[config.mk]
export PLATFORM = sky130hd
export DESIGN_NAME = segram_ctrl
export DESIGN_NICKNAME = d
export VERILOG_FILES = /design/src/rtl/segram_pkg.sv /design/src/rtl/segram_decode.sv /design/src/rtl/segram_addr.sv /design/src/rtl/segram_mem.sv /design/src/rtl/segram_mode.sv /design/src/rtl/segram_ctrl.sv
export SDC_FILE = /design/constraint.sdc
export NUM_CORES = 1
export LEC_CHECK = 0
export CORE_AREA = 10 10 139 141
export DETAILED_ROUTE_END_ITERATION = 16
export DIE_AREA = 0 0 149 151
export GPL_ROUTABILITY_DRIVEN = 0
export GPL_TIMING_DRIVEN = 0
export HOLD_SLACK_MARGIN = 0.12
export PLACE_DENSITY = 0.71
export REMOVE_ABC_BUFFERS = 1
export SLEW_MARGIN = 5
export SYNTH_ARGS = -nofsm -noshare
export SYNTH_HDL_FRONTEND = slang
export SYNTH_HIERARCHICAL = 1
export SYNTH_SLANG_ARGS = --single-unit
[constraint.sdc]
create_clock -name clk -period 4.24 [get_ports clk]
set_input_delay 0.636 -clock clk [delete_from_list [all_inputs] [get_ports clk]]
set_output_delay 0.636 -clock clk [all_outputs]
set_load 0.01 [all_outputs]
[src/rtl/segram_pkg.sv]
package segram_pkg;

  typedef enum logic [1:0] {
    MODE_NORMAL  = 2'b00,
    MODE_ALL_ON  = 2'b01,
    MODE_ALL_OFF = 2'b10
  } disp_mode_e;

  localparam logic [2:0] OP_ADDR   = 3'b000;
  localparam logic [2:0] OP_ON     = 3'b001;
  localparam logic [2:0] OP_OFF    = 3'b010;
  localparam logic [2:0] OP_NORMAL = 3'b011;
  localparam logic [2:0] OP_NIBBLE = 3'b100;
  localparam logic [2:0] OP_RESET  = 3'b110;

endpackage

[src/rtl/segram_decode.sv]
module segram_decode
  import segram_pkg::*;
#(
  parameter int ADDR_W = 5,
  parameter int NIB_W  = 4,
  localparam int BYTE_W = 2 * NIB_W
) (
  input  logic              byte_vld,
  input  logic              byte_is_cmd,
  input  logic [BYTE_W-1:0] byte_data,
  output logic              w0_en,
  output logic [NIB_W-1:0]  w0_dat,
  output logic              w1_en,
  output logic [NIB_W-1:0]  w1_dat,
  output logic              ld_en,
  output logic [ADDR_W-1:0] ld_val,
  output logic [1:0]        step,
  output logic              mode_en,
  output disp_mode_e        mode_val
);

  logic [2:0] op;
  assign op = byte_data[BYTE_W-1 -: 3];

  always_comb begin
    w0_en    = 1'b0;
    w0_dat   = '0;
    w1_en    = 1'b0;
    w1_dat   = '0;
    ld_en    = 1'b0;
    ld_val   = '0;
    step     = 2'd0;
    mode_en  = 1'b0;
    mode_val = MODE_NORMAL;
    if (byte_vld) begin
      if (!byte_is_cmd) begin
        w0_en  = 1'b1;
        w0_dat = byte_data[BYTE_W-1 -: NIB_W];
        w1_en  = 1'b1;
        w1_dat = byte_data[NIB_W-1:0];
        step   = 2'd2;
      end else begin
        case (op)
          OP_ADDR: begin
            ld_en  = 1'b1;
            ld_val = byte_data[ADDR_W-1:0];
          end
          OP_NIBBLE: begin
            w0_en  = 1'b1;
            w0_dat = byte_data[NIB_W-1:0];
            step   = 2'd1;
          end
          OP_ON: begin
            mode_en  = 1'b1;
            mode_val = MODE_ALL_ON;
          end
          OP_OFF: begin
            mode_en  = 1'b1;
            mode_val = MODE_ALL_OFF;
          end
          OP_NORMAL: begin
            mode_en  = 1'b1;
            mode_val = MODE_NORMAL;
          end
          OP_RESET: begin
            mode_en  = 1'b1;
            mode_val = MODE_ALL_OFF;
            ld_en    = 1'b1;
            ld_val   = '0;
          end
          default: ;
        endcase
      end
    end
  end

endmodule

[src/rtl/segram_addr.sv]
module segram_addr #(
  parameter int ADDR_W = 5
) (
  input  logic              clk,
  input  logic              rst_n,
  input  logic              ld_en,
  input  logic [ADDR_W-1:0] ld_val,
  input  logic [1:0]        step,
  output logic [ADDR_W-1:0] addr_q
);

  logic [ADDR_W-1:0] addr_d;
  logic              addr_ce;

  always_comb begin
    addr_ce = ld_en || (step != 2'd0);
    if (ld_en) addr_d = ld_val;
    else       addr_d = addr_q + ADDR_W'(step);
  end

  always_ff @(posedge clk or negedge rst_n) begin
    if (!rst_n)       addr_q <= '0;
    else if (addr_ce) addr_q <= addr_d;
  end

endmodule

[src/rtl/segram_mem.sv]
module segram_mem #(
  parameter int ADDR_W = 5,
  parameter int NIB_W  = 4,
  localparam int DEPTH  = 1 << ADDR_W,
  localparam int VIEW_W = DEPTH * NIB_W
) (
  input  logic              clk,
  input  logic              rst_n,
  input  logic [ADDR_W-1:0] cur_addr,
  input  logic              w0_en,
  input  logic [NIB_W-1:0]  w0_dat,
  input  logic              w1_en,
  input  logic [NIB_W-1:0]  w1_dat,
  output logic [VIEW_W-1:0] mem_view
);

  logic [ADDR_W-1:0] nxt_addr;
  assign nxt_addr = cur_addr + ADDR_W'(1);

  for (genvar i = 0; i < DEPTH; i++) begin : g_loc
    logic [NIB_W-1:0] loc_q;
    logic [NIB_W-1:0] loc_d;
    logic             loc_ce;
    logic             hit0;
    logic             hit1;

    always_comb begin
      hit0   = w0_en && (cur_addr == ADDR_W'(i));
      hit1   = w1_en && (nxt_addr == ADDR_W'(i));
      loc_ce = hit0 || hit1;
      loc_d  = hit0 ? w0_dat : w1_dat;
    end

    always_ff @(posedge clk or negedge rst_n) begin
      if (!rst_n)      loc_q <= '0;
      else if (loc_ce) loc_q <= loc_d;
    end

    assign mem_view[i*NIB_W +: NIB_W] = loc_q;
  end

endmodule

[src/rtl/segram_mode.sv]
module segram_mode
  import segram_pkg::*;
(
  input  logic       clk,
  input  logic       rst_n,
  input  logic       mode_en,
  input  disp_mode_e mode_val,
  output disp_mode_e mode_q
);

  disp_mode_e mode_d;

  always_comb begin
    mode_d = mode_en ? mode_val : mode_q;
  end

  always_ff @(posedge clk or negedge rst_n) begin
    if (!rst_n)       mode_q <= MODE_ALL_OFF;
    else if (mode_en) mode_q <= mode_d;
  end

endmodule

[src/rtl/segram_ctrl.sv]
module segram_ctrl
  import segram_pkg::*;
#(
  parameter int ADDR_W = 5,
  parameter int NIB_W  = 4,
  localparam int BYTE_W = 2 * NIB_W,
  localparam int VIEW_W = (1 << ADDR_W) * NIB_W
) (
  input  logic              clk,
  input  logic              rst_n,
  input  logic              byte_vld,
  input  logic              byte_is_cmd,
  input  logic [BYTE_W-1:0] byte_data,
  output logic [VIEW_W-1:0] mem_view,
  output logic [1:0]        disp_mode
);

  logic              w0_en;
  logic [NIB_W-1:0]  w0_dat;
  logic              w1_en;
  logic [NIB_W-1:0]  w1_dat;
  logic              ld_en;
  logic [ADDR_W-1:0] ld_val;
  logic [1:0]        step;
  logic              mode_en;
  disp_mode_e        mode_val;
  disp_mode_e        mode_q;
  logic [ADDR_W-1:0] cur_addr;

  segram_decode #(.ADDR_W(ADDR_W), .NIB_W(NIB_W)) u_decode (
    .byte_vld    (byte_vld),
    .byte_is_cmd (byte_is_cmd),
    .byte_data   (byte_data),
    .w0_en       (w0_en),
    .w0_dat      (w0_dat),
    .w1_en       (w1_en),
    .w1_dat      (w1_dat),
    .ld_en       (ld_en),
    .ld_val      (ld_val),
    .step        (step),
    .mode_en     (mode_en),
    .mode_val    (mode_val)
  );

  segram_addr #(.ADDR_W(ADDR_W)) u_addr (
    .clk    (clk),
    .rst_n  (rst_n),
    .ld_en  (ld_en),
    .ld_val (ld_val),
    .step   (step),
    .addr_q (cur_addr)
  );

  segram_mem #(.ADDR_W(ADDR_W), .NIB_W(NIB_W)) u_mem (
    .clk      (clk),
    .rst_n    (rst_n),
    .cur_addr (cur_addr),
    .w0_en    (w0_en),
    .w0_dat   (w0_dat),
    .w1_en    (w1_en),
    .w1_dat   (w1_dat),
    .mem_view (mem_view)
  );

  segram_mode u_mode (
    .clk      (clk),
    .rst_n    (rst_n),
    .mode_en  (mode_en),
    .mode_val (mode_val),
    .mode_q   (mode_q)
  );

  assign disp_mode = mode_q;

endmodule

# Yosys cells after proc, flatten, opt, wreduce, memory -nomap -nowiden
# Index checks and enable logic that the tools add are counted.
dict set report totals {
  register_bits 135
  latch_bits 0
  ramBits 0
  rom_bits 0
  input_bits 12
  output_inout_bits 130
  elab_cells 265
  mem_count 0
}
dict set report classes {
  n_addsub 2
  mul 0
  div 0
  magnitude_cmp 0
  n_eq_ne 67
  shift 0
  mux 58
  bitwise 0
  reduce_logical 104
}
# operator n
set op_table {}
lappend op_table {{5-bit == test (second input constant)} 32}
lappend op_table {{4-bit two-way mux} 37}
lappend op_table {{5-bit by 4-bit == test with 1-bit output (second input constant)} 16}
lappend op_table {{1-bit logical AND} 64}
lappend op_table {{5-bit by 3-bit == test with 1-bit output (second input constant)} 8}
lappend op_table {{1-bit logical OR} 33}
lappend op_table {{5-bit by 2-bit == test with 1-bit output (second input constant)} 4}
lappend op_table {{5-bit two-way mux} 4}
lappend op_table {{1-bit two-way mux} 12}
lappend op_table {{5-bit by 1-bit == test with 1-bit output (second input constant)} 2}
lappend op_table {{5-bit logical NOT} 2}
lappend op_table {{2-bit two-way mux} 4}
lappend op_table {{3-bit by 2-bit == test with 1-bit output (second input constant)} 2}
lappend op_table {{3-bit == test (second input constant)} 2}
lappend op_table {{5-bit by 1-bit adder with 5-bit output (second input constant)} 1}
lappend op_table {{5-bit by 2-bit adder with 5-bit output} 1}
lappend op_table {{2-bit one-hot mux with 2 select lines} 1}
lappend op_table {{2-bit OR reduction} 2}
lappend op_table {{4-bit OR reduction} 1}
lappend op_table {{3-bit by 1-bit == test with 1-bit output (second input constant)} 1}
lappend op_table {{3-bit logical NOT} 1}
lappend op_table {{2-bit nonzero test} 1}

# Logic depth before layout (Yosys ltp)
dict set report depth {
  depth_word 6
  mapped_depth 11
  mapped_depth_nobuf 8
}

# Modules after synthesis
# Netlist, hierarchy kept.
# module instances cells_each area_each_um2 seq_area_each_um2
set modules_own_cells {}
lappend modules_own_cells {segram_mem 1 700 6841.6 3203.1}
lappend modules_own_cells {segram_addr 1 34 314.1 125.1}
lappend modules_own_cells {segram_decode 1 33 247.7 0.0}
lappend modules_own_cells {segram_mode 1 4 73.8 51.3}

# Worst setup path after synthesis
# OpenSTA, ideal clock, no wires.
dict set report synth_path {
  path_type {reg-to-reg}
  start {reg u_addr.addr_q[2]}
  end {reg u_mem.g_loc[21].loc_q[0]}
  setup_ns 0.126
  t_arrival_ns 2.459
  required_ns 4.114
  slack_ns 1.655
  stages_incl_launch_ff 10
  n_path_buf 3
  synth_period_minus_slack_ns 2.585
  path_cell_list {dfrtp_1 -> buf_2 -> buf_2 -> and2_1 -> and3_1 -> ha_1 -> buf_4 -> nor4b_4 -> a22oi_2 -> a221o_1}
}
dict set report synth_via {
  elab_chain_cells 4
  elab_cells_between_ends 7
  cone_classes {add/sub (1); eq/ne (2); mux (1); reduce/logical (3)}
}
# item line_no
set synth_rtl {}
lappend synth_rtl {{start: declaration} segram_addr.sv:9} ;# output logic [ADDR_W-1:0] addr_q
lappend synth_rtl {{start signal: assignment} segram_addr.sv:23} ;# else if (addr_ce) addr_q <= addr_d;
lappend synth_rtl {{5-bit by 1-bit adder with 5-bit output} segram_mem.sv:18} ;# assign nxt_addr = cur_addr + ADDR_W'(1);
lappend synth_rtl {{5-bit == test} segram_mem.sv:29} ;# hit1 = w1_en && (nxt_addr == ADDR_W'(i));
lappend synth_rtl {{1-bit logical AND} segram_mem.sv:29}
lappend synth_rtl {{1-bit logical OR} segram_mem.sv:30} ;# loc_ce = hit0 || hit1;
lappend synth_rtl {{end signal: assignment} segram_mem.sv:36} ;# else if (loc_ce) loc_q <= loc_d;
lappend synth_rtl {{end: declaration} segram_mem.sv:21} ;# logic [NIB_W-1:0] loc_q;
# Parallel ways exist; a longest one is shown, timed or not.
# A chain may end at the register's enable or synchronous reset.

# Final worst setup path
dict set report layout_path {
  start {reg u_addr.addr_q[2]}
  end {reg u_mem.g_loc[23].loc_q[3]}
}
dict set report layout_via {
  elab_chain_cells 4
  elab_cells_between_ends 7
  cone_classes {add/sub (1); eq/ne (2); mux (1); reduce/logical (3)}
}
# item line_no
set layout_rtl {}
lappend layout_rtl {{5-bit by 1-bit adder with 5-bit output} segram_mem.sv:18}
lappend layout_rtl {{5-bit == test} segram_mem.sv:29}
lappend layout_rtl {{1-bit logical AND} segram_mem.sv:29}
lappend layout_rtl {{1-bit logical OR} segram_mem.sv:30}
lappend layout_rtl {{end signal: assignment} segram_mem.sv:36}
lappend layout_rtl {{end: declaration} segram_mem.sv:21}
# Parallel ways exist; a longest one is shown, timed or not.

==> results.yml <==
detailed_routing:
  detail-route-antenna-nets: 0
  first_pass_iters: 5
  detail_route.wl_per_cell_microns: 24.8
  drt_first_iter_violations: 958
  vias_per_cell: 6.73
  dr_total_vias: 7313
  drc_errors: 0
  postRouteWirelength_microns: 27000
critical_path:
  critical_path_depth: 7
  timing.critical_path.arrival_ns: 4.31
  crit_path_max_incr_delay_ns: 1.08
  path_delay_family: "simple AND/OR/NAND/NOR gates"
  critical_path.slowest_cell: "sky130_fd_sc_hd__dfrtp_1"
  worst_r2r_path_depth: 7
  worst-path-max-fanout: 31
  startpoint: "u_addr/addr_q[2]"
  worstPathRequired_ns: 4.54
  worstSetupEndpointType: "flip-flop"
  crit_buf_inv: 1
  critical_r2r_launch: "u_addr/addr_q[2]"
  critical_path_class: "flip-flop to flip-flop"
  worstPathCellList: "and2_1 > and3_1 > ha_1 > nor4bb_2 > buf_2 > a22oi_1 > a221o_1"
  critPathLaunchType: "flip-flop"
sta:
  clock.fmax_mhz: 250
  finalSetupViolCount: 0
  hold_viol: 0
  final_max_slew_viol_count: 0
  fin_worst_skew_ns: 0.00719
  rsz0062_at_grt: "false"
  final_hold_slack_ns: 0.192
  period_minus_slack_ns: 4.01
  post-route-period-util_pct: 94.5
  remaining_max_slew_budget_at_the_tightest_pin_pct: 7.61
  worst_pin_slew_ns: 1.39
clocking:
  post_cts_resized: 0
  post_cts_buffers: 0
  htreeDepth: 4
  buffer_depth_of_the_longest_clock_path: 2
  worst_skew_pair.late_latency_ns: 0.42
  clock_sinks: 135
  clock-root-buffer: "sky130_fd_sc_hd__clkbuf_16"
  clk_pin_slew_worst_paths_ns: 0.06
  cts_inserted_buffers: 17
  cts_hold_buf: 0
  tritoncts: "yes"
cells_and_area:
  nFillCells: 1386
  most-common-layout-cells: "sky130_fd_sc_hd__clkdlybuf4s50_1, sky130_fd_sc_hd__dfrtp_1, sky130_fd_sc_hd__and3_1, sky130_fd_sc_hd__a31oi_1, sky130_fd_sc_hd__a221o_1"
  layout-drive-gt1-share_pct: 10.2
  finish.net_count: 870
  area_delta_synth_final_pct: 27.1
  mostFrequentLayoutCell: "sky130_fd_sc_hd__clkdlybuf4s50_1"
  num_antenna_cells: 0
power:
  cellInternalPower_mw: 3.56
  sequentialPowerShare_pct: 36.9
  p_total_mw: 5.67
  power.switching_fraction_pct: 37.2
  share_clk_of_total_power_pct: 24.7
  highest_ir_drop_seen_on_vdd_mv: 0.383
  power.density_cell_area_nw_per_um2: 596
  power.switching_mw: 2.11
  power_leakage_nw: 3.97
  p_comb_share_pct: 38.3
grt:
  grt_first_pass_wirelength_microns: 41300
  initial_antenna_violation_count: 0
  grt_max_degree: 74
  first_global_vias: 7253
  grt_usage_pct: 23.3
  grt-ovfl-total: 0
die:
  die_width_microns: 149
  coreArea_sq_um: 16500
  die_area_sq_um: 22500
  io_pins: 142
  floorplan.initialDensity_pct: 45.4
  die_ht_microns: 151
  rows: 47
placed_design:
  placement.io_buffers: 141
  hpwl_microns: 17400
yosys:
  yosys_warnings: 6
  async_s_r_ff_share_synth_pct: 100
  leading_cell_types_by_total_area_after_synthesis: "sky130_fd_sc_hd__dfrtp_1, sky130_fd_sc_hd__a221o_1, sky130_fd_sc_hd__and3_1, sky130_fd_sc_hd__a31oi_1, sky130_fd_sc_hd__o21ai_0"
  synth.largest_area_cell: "sky130_fd_sc_hd__dfrtp_1"
  syn-cell-area_sq_um: 7480
  syn_avg_cell_area_sq_um: 9.70
  yosys_register_bits: 135
  syn-instance-count: 771
  netlist-cell-type-count: 57
  synthDominantCellAreaShare_pct: 44.8
  synthFlopType: "sky130_fd_sc_hd__dfrtp_1"
  share_of_synthesized_area_occupied_by_flip_flops_and_latches_pct: 45.2
  synth_enable_flop_cells: 0
status:
  run_status: "completed"
min_path:
  worst_hold_path_type: "input pin to asynchronous set/reset pin"
run:
  max_cap_viol_count: 0
-- registers in the layout, summed over array words and instances (netlist names) --
| signal | flops |
|---|---|
| u_mode/mode_q | 2 |
| u_mem/g_loc.loc_q | 128 |
| u_addr/addr_q | 5 |
-- synthesized netlist by cell type, drive strengths merged, types with 2 or more instances --
| cell | instances |
|---|---|
| a21oi | 2 |
| nor3b | 3 |
| nand3 | 37 |
| and4 | 2 |
| mux2 | 3 |
| nor4bb | 2 |
| or3 | 2 |
| clkbuf | 41 |
| and4bb | 4 |
| or3b | 2 |
| or4b | 2 |
| a22oi | 16 |
| dfrtp | 134 |
| nand2b | 5 |
| nand2 | 51 |
| and3 | 69 |
| a221o | 64 |
| nand4bb | 6 |
| and2 | 7 |
| or2 | 2 |
| nor4b | 7 |
| buf | 47 |
| and4b | 6 |
| nor2 | 31 |
| nand4b | 6 |
| a32o | 3 |
| a31oi | 66 |
| o21ai | 69 |
| inv | 5 |
| ha | 4 |
| nor3 | 57 |
| nand4 | 2 |
| nor2b | 5 |
-- area by class of cell --
| type | instances | area (sq um) | share of cell area [%] |
|---|---|---|---|
| clock buffer | 19 | 453 | 4.76 |
| clock inverter | 13 | 106 | 1.12 |
| timing repair buffer | 151 | 1610 | 16.9 |
| multi-input combinational | 543 | 3670 | 38.6 |
| tap | 220 | 275 | 2.90 |
| inverter | 5 | 18.8 | 0.197 |
| sequential | 135 | 3380 | 35.5 |
-- routing by layer --
layer	up-vias	share of wire, %	wire length [microns]	GRT usage (%)
met1	3563	39	10400	28.1
li1	3132	-	-	-
met5	-	0	0	0
met3	95	10	2820	6.12
met4	0	3.8	1030	12.7
met2	523	47	12700	37.5
-- path summary, 6_finish.rpt --
path | endpoint | slack (ns)
worst max-delay path | u_mem/g_loc[23].loc_q[3] | 0.23
worst min-delay path | u_mode/mode_q[0] | 0.19
worst max register to register | u_mem/g_loc[23].loc_q[3] | 0.23
worst min register to register | u_mem/g_loc[11].loc_q[2] | 0.51
max in group asynchronous | u_mem/g_loc[14].loc_q[2] | 3.29
min in group clk | u_mem/g_loc[11].loc_q[2] | 0.51
-- worst register-to-register path, delay by kind of cell, from the launching register on --
kind	cells	cell delay [ns]
and+or+nand+nor	3	1.46
DFF	1	1.08
AOI/OAI and AO/OA	2	0.53
adders and majority gates	1	0.49
buffers and inverters	1	0.33
-- per-stage QoR --
step | instance area (sq um) | setup TNS [ns] | setup slack (ns) | utilization (%) | instances
detailed placement | 8950 | 0 | 0.386 | 54.3 | 1054
CTS | 9510 | 0 | 0.392 | 57.7 | 1086
global placement | 8710 | -410.26 | -2.59 | 52.9 | 1044
floorplan | 7030 | 0 | 0.539 | - | 683
finish | 9510 | 0 | 0.233 | 57.7 | 1086
global route | 9510 | 0 | 0.0667 | 57.7 | 1086
-- logic make-up (layout without fill, tap and decap cells) --
kind of cell / after synthesis / count (layout) / share of synthesized area [%]
muxes: 4 / 4 / 0.586
AOI/OAI and AO/OA: 223 / 223 / 21.8
DFF: 135 / 135 / 45.2
and+or+nand+nor: 310 / 310 / 25.1
xor gates and xnor gates: 1 / 1 / 0.117
buffers and inverters: 93 / 188 / 6.29
adders and majority gates: 5 / 5 / 0.937
-- power groups by stage --
stage          registers (mW)  clock network, mW  logic [mW]
6_report                 2.09               1.40        2.17
5_1_grt                  2.14               1.47        2.31
4_1_cts                  2.08               1.41        2.17
3_5_place_dp             2.10                  0        2.16
3_3_place_gp             2.08                  0        2.06
2_1_floorplan            2.15                  0       0.783
(Power assumes the default switching activity.)
